[src/rtl/rob_rename_map.sv]
module rob_rename_map #(
  parameter int NUM_THREADS = 2,
  parameter int NUM_AREGS   = 16,
  parameter int ROB_DEPTH   = 8,
  parameter int RN_PORTS    = 2
) (
  input  logic                                   clk,
  input  logic                                   rst_n,
  input  logic [RN_PORTS-1:0]                    rn_valid,
  input  logic [RN_PORTS-1:0][((NUM_THREADS>1)?$clog2(NUM_THREADS):1)-1:0] rn_tid,
  input  logic [RN_PORTS-1:0][$clog2(NUM_AREGS)-1:0] rn_src_a,
  input  logic [RN_PORTS-1:0][$clog2(NUM_AREGS)-1:0] rn_src_b,
  input  logic [RN_PORTS-1:0]                    rn_dst_en,
  input  logic [RN_PORTS-1:0][$clog2(NUM_AREGS)-1:0] rn_dst,
  input  logic [RN_PORTS-1:0][$clog2(ROB_DEPTH)-1:0] rn_tag,
  output logic [RN_PORTS-1:0]                    rn_a_busy,
  output logic [RN_PORTS-1:0][$clog2(ROB_DEPTH)-1:0] rn_a_tag,
  output logic [RN_PORTS-1:0]                    rn_b_busy,
  output logic [RN_PORTS-1:0][$clog2(ROB_DEPTH)-1:0] rn_b_tag,
  input  logic                                   cm_valid,
  input  logic [((NUM_THREADS>1)?$clog2(NUM_THREADS):1)-1:0] cm_tid,
  input  logic [$clog2(NUM_AREGS)-1:0]           cm_areg,
  input  logic [$clog2(ROB_DEPTH)-1:0]           cm_tag
);
  localparam int TAG_W = $clog2(ROB_DEPTH);
  localparam int ENT_W = TAG_W + 1;

  // entry = {busy, tag}
  logic [NUM_THREADS-1:0][NUM_AREGS-1:0][ENT_W-1:0] map_q;
  logic [RN_PORTS-1:0][ENT_W-1:0] ent_a, ent_b;

  logic [RN_PORTS-1:0] wr_en;
  assign wr_en = rn_valid & rn_dst_en;

  always_comb begin
    for (int p = 0; p < RN_PORTS; p++) begin
      ent_a[p] = map_q[rn_tid[p]][rn_src_a[p]];
      ent_b[p] = map_q[rn_tid[p]][rn_src_b[p]];
      for (int q = 0; q < RN_PORTS; q++) begin
        if (q < p && wr_en[q] && rn_tid[q] == rn_tid[p]) begin
          if (rn_dst[q] == rn_src_a[p]) ent_a[p] = {1'b1, rn_tag[q]};
          if (rn_dst[q] == rn_src_b[p]) ent_b[p] = {1'b1, rn_tag[q]};
        end
      end
    end
  end

  genvar g;
  generate
    for (g = 0; g < RN_PORTS; g++) begin : g_out
      assign rn_a_busy[g] = ent_a[g][TAG_W];
      assign rn_a_tag[g]  = ent_a[g][TAG_W-1:0];
      assign rn_b_busy[g] = ent_b[g][TAG_W];
      assign rn_b_tag[g]  = ent_b[g][TAG_W-1:0];
    end
  endgenerate

  logic cm_hit;
  assign cm_hit = cm_valid && (map_q[cm_tid][cm_areg] == {1'b1, cm_tag});

  always_ff @(posedge clk) begin
    if (!rst_n) begin
      map_q <= '0;
    end else begin
      if (cm_hit) map_q[cm_tid][cm_areg] <= '0;
      for (int p = 0; p < RN_PORTS; p++)
        if (wr_en[p]) map_q[rn_tid[p]][rn_dst[p]] <= {1'b1, rn_tag[p]};
    end
  end
endmodule

[config.mk]
export PLATFORM = sky130hd
export DESIGN_NAME = rob_rename_map
export DESIGN_NICKNAME = d
export VERILOG_FILES = /design/src/rtl/rob_rename_map.sv
export SDC_FILE = /design/constraint.sdc
export NUM_CORES = 1
export LEC_CHECK = 0
export ABC_CLOCK_PERIOD_IN_PS = 4200
export BUFFER_PORTS_ARGS = -buffer_cell sky130_fd_sc_hd__buf_2
export CAP_MARGIN = 10
export CORE_MARGIN = 2
export CORE_UTILIZATION = 64
export CTS_CLUSTER_DIAMETER = 100
export CTS_CLUSTER_SIZE = 20
export DETAILED_ROUTE_END_ITERATION = 16
export PLACE_DENSITY = 0.83
export SKIP_LAST_GASP = 1
export SLEW_MARGIN = 10
export SYNTH_ARGS = -nofsm -noshare
export SYNTH_HDL_FRONTEND = slang
export SYNTH_SLANG_ARGS = --single-unit
[constraint.sdc]
create_clock -name clk -period 4.2 [get_ports clk]
set_clock_uncertainty 0.2 [all_clocks]
set_input_delay 0.63 -clock clk [delete_from_list [all_inputs] [get_ports clk]]
set_output_delay 0.63 -clock clk [all_outputs]
set_load 0.02 [all_outputs]
==> key figures <==
Outcome
  • Status: complete, no violations

Route
  • Final WL: 53.2 mm
  • TritonRoute pass-1 iters: 6
  • Via count: 13,500
  • Routed len/inst: approximately 30 um
  • Routed Antenna Nets: 0
  • Number of DRC markers in iteration 0: 2,122
  • DRC: 0
  • Vias per cell: between 7 and 8

Placed design
  • Port bufs: 62
  • Final GP Congestion: 1.05
  • Post-placement cell area: 0.0135 mm2
  • Detail Placement HPWL: 38.1 mm

Global route
  • Largest net degree at the start of global routing: 55
  • GRT Residual Overflow: 0
  • Initial antenna violation count: 3
  • Total track usage: approximately half
  • Global-route wire length before repair: around 79 mm
  • Vias in the first global route: 12,500

STA
  • Worst slew pin tran: 1.17 ns
  • Slew HR: 22.0%
  • RSZ-0062 raised after global routing: no
  • Setup TNS: 0 ns
  • Final Hold Vio Count: 0
  • Final min period: 3.75 ns
  • FMAX: approximately 0.27 GHz
  • Setup Viol. Count Final: 0
  • Max-slew violations: 0
  • Crit share post-route: 89.2%

Job
  • Max Cap Violations: 0

Critical path
  • Crit end category: primary output
  • Slowest CP cell: mux4_2
  • Critical path class: in2out
  • Startpoint types: input pin
  • Worst Path Max Fanout: 23
  • Worst path cell trace: buf_4, buf_4, mux4_2, mux4_2, mux2i_1, nand2_1, buf_2
  • Signal arrival time at the worst endpoint: 2.92 ns
  • CP required: between 3 and 4 ns
  • Max stage delay on crit path: just under 0.6 ns

Power
  • P per Cell Area: around 250 mW/mm2
  • Combinational share of power: 19.1%
  • LEAKAGE: roughly 0.0050 uW
  • P_int: ~2300 uW
  • Peak VDD IR: 255 uV
  • Sequential share of power: 36.5%
  • Sw Share: around a third
  • Tot Pwr: 3460 uW
  • Clk network pwr share: between 40% and 50%
  • Switch Pwr: 1120 uW

Final layout
  • Layout Nets: 1,515
  • P&R area growth vs syn: 9.13%
  • Final design utilization: about 72%
  • Most frequent cells in the layout: 332 x nand2_1, 164 x mux4_2, 131 x nor2_1
  • Fill cells: 1,564
  • Largest registers: map_q x128
  • Most common cell after layout, fill and taps aside: nand2_1
  • Share of layout cells above drive strength 1: 27.0%
  • Largest Register: map_q
  • Number of flip-flops in the largest register: between 100 and 150
  • Final Instance Area: approximately 0.014 mm2

Clock network
  • Post-CTS setup buffers: 0
  • Worst-path clk slew: 0.06 ns
  • Clk buf depth: 2
  • CTS buffer count: 17
  • Post-CTS Hold Fix Bufs: 0
  • CTS Root Cell: clkbuf_16
  • CTS sink cnt: 128
  • CTS tree: done
  • Clk Latency, worst-skew pair: 0.44 ns
  • Cts repair resizes: 0
  • H-tree levels: 4

Die
  • Die H: 146 um
  • Ports: 63
  • Starting density of the core: 65.7%
  • Total Die Area: 0.0213 mm2
  • Core ar.: 0.0197 mm2
  • Site Rows: 51
  • Die Wd: 146 um

Logic synthesis
  • Most area-consuming cells after synthesis: mux4_2 29%, dfxtp_1 20%, nand2_1 9.6%
  • Netlist cell types: 44
  • Synth Net Count: 1,505
  • Yosys top cell by area: mux4_2
  • Number of enable flip-flop cells after synthesis: 0
  • Post-synth top area share: 28.6%
  • Mapped Cells: 1,458
  • Dominant synthesized flop cell: dfxtp_1
  • Netlist area before placement: ~0.013 mm2
  • Ys async rst share: 0%
  • Seq/Total Area, Yosys: 19.8%
  • #FFs+latches synth: 128
  • Warnings, synthesis: 0
  • Post-Syn Area per Cell: ~8.9 um2

Hold path
  • HP Class: reg2reg
[critical path: cells and delay by family]
kind                   cells  cell delay, ns
and+or+nand+nor            1            0.22
muxes                      3            1.13
buffers and inverters      3            0.92
[power groups by stage]
stage                     clock (uW)  combinational (uW)  sequential (uW)
after global placement             0                 617             1280
after global routing            1580                 676             1260
after detailed placement           0                 626             1290
after CTS                       1530                 629             1260
final                           1540                 660             1260
after floorplan                    0                 436             1270
[cells by family after synthesis]
kind of cell	share of synthesized area [%]
AND/OR/NAND/NOR	26.3
AO/OA/AOI/OAI	13.8
multiplexers	34.6
flip-flops	19.8
XOR/XNOR	0.862
buffers and inverters	4.64
[metal layers]
| metal | track usage [%] | vias up | wire length [um] |
|---|---|---|---|
| li1 | - | 5510 | - |
| met3 | 19.3 | 306 | 9340 |
| met2 | 71.1 | 1386 | 22100 |
| met4 | 30.0 | 0 | 4230 |
| met1 | 64.5 | 6326 | 17500 |
| met5 | 0 | - | 0 |
[worst paths after layout]
path | start | endpoint | slack (ns) | cells past startpoint
setup / recovery | rn_tid[1] | rn_b_busy[1] | 0.45 | 7
hold / removal | map_q[51]$_SDFF_PN0_ | map_q[51]$_SDFF_PN0_ | 0.34 | 2
setup reg to reg | map_q[1]$_SDFF_PN0_ | map_q[27]$_SDFF_PN0_ | 1.00 | 8
hold reg to reg | map_q[51]$_SDFF_PN0_ | map_q[51]$_SDFF_PN0_ | 0.34 | 2
[layout make-up]
cell class | count | area (um2) | area share, %
timing repair buffer | 113 | 826 | 5.86
sequential | 128 | 2560 | 18.2
multi-input combinational | 1207 | 9780 | 69.4
antenna | 2 | 5.00 | 0.0355
clock buffer | 20 | 447 | 3.17
inverter | 1 | 3.75 | 0.0266
clock inverter | 12 | 136 | 0.968
tap | 265 | 332 | 2.35
[cells in the mapped netlist (12+ instances only)]
cell type,count
nor2_1,132
or3b_2,36
dfxtp_1,128
clkbuf_1,62
mux2_2,15
buf_2,19
o22ai_1,39
a21o_1,48
o21ai_1,104
o31ai_1,12
nor4_4,28
a21oi_1,18
o21ai_0,67
nand2_1,332
buf_1,22
mux4_2,164
nand3_1,57
buf_6,12
nand4_1,16
mux2i_1,59
or4_1,12
[stage by stage]
step | setup WS (ns) | instances | hold WS (ns)
after floorplan | 0.623 | 1458 | 0.263
after global placement | 0.392 | 1714 | 0.296
after detailed placement | 0.373 | 1714 | 0.320
after CTS | 0.487 | 1746 | 0.329
after global routing | 0.393 | 1746 | 0.357
final | 0.452 | 1748 | 0.339
Power figures use the tool's default switching activity.
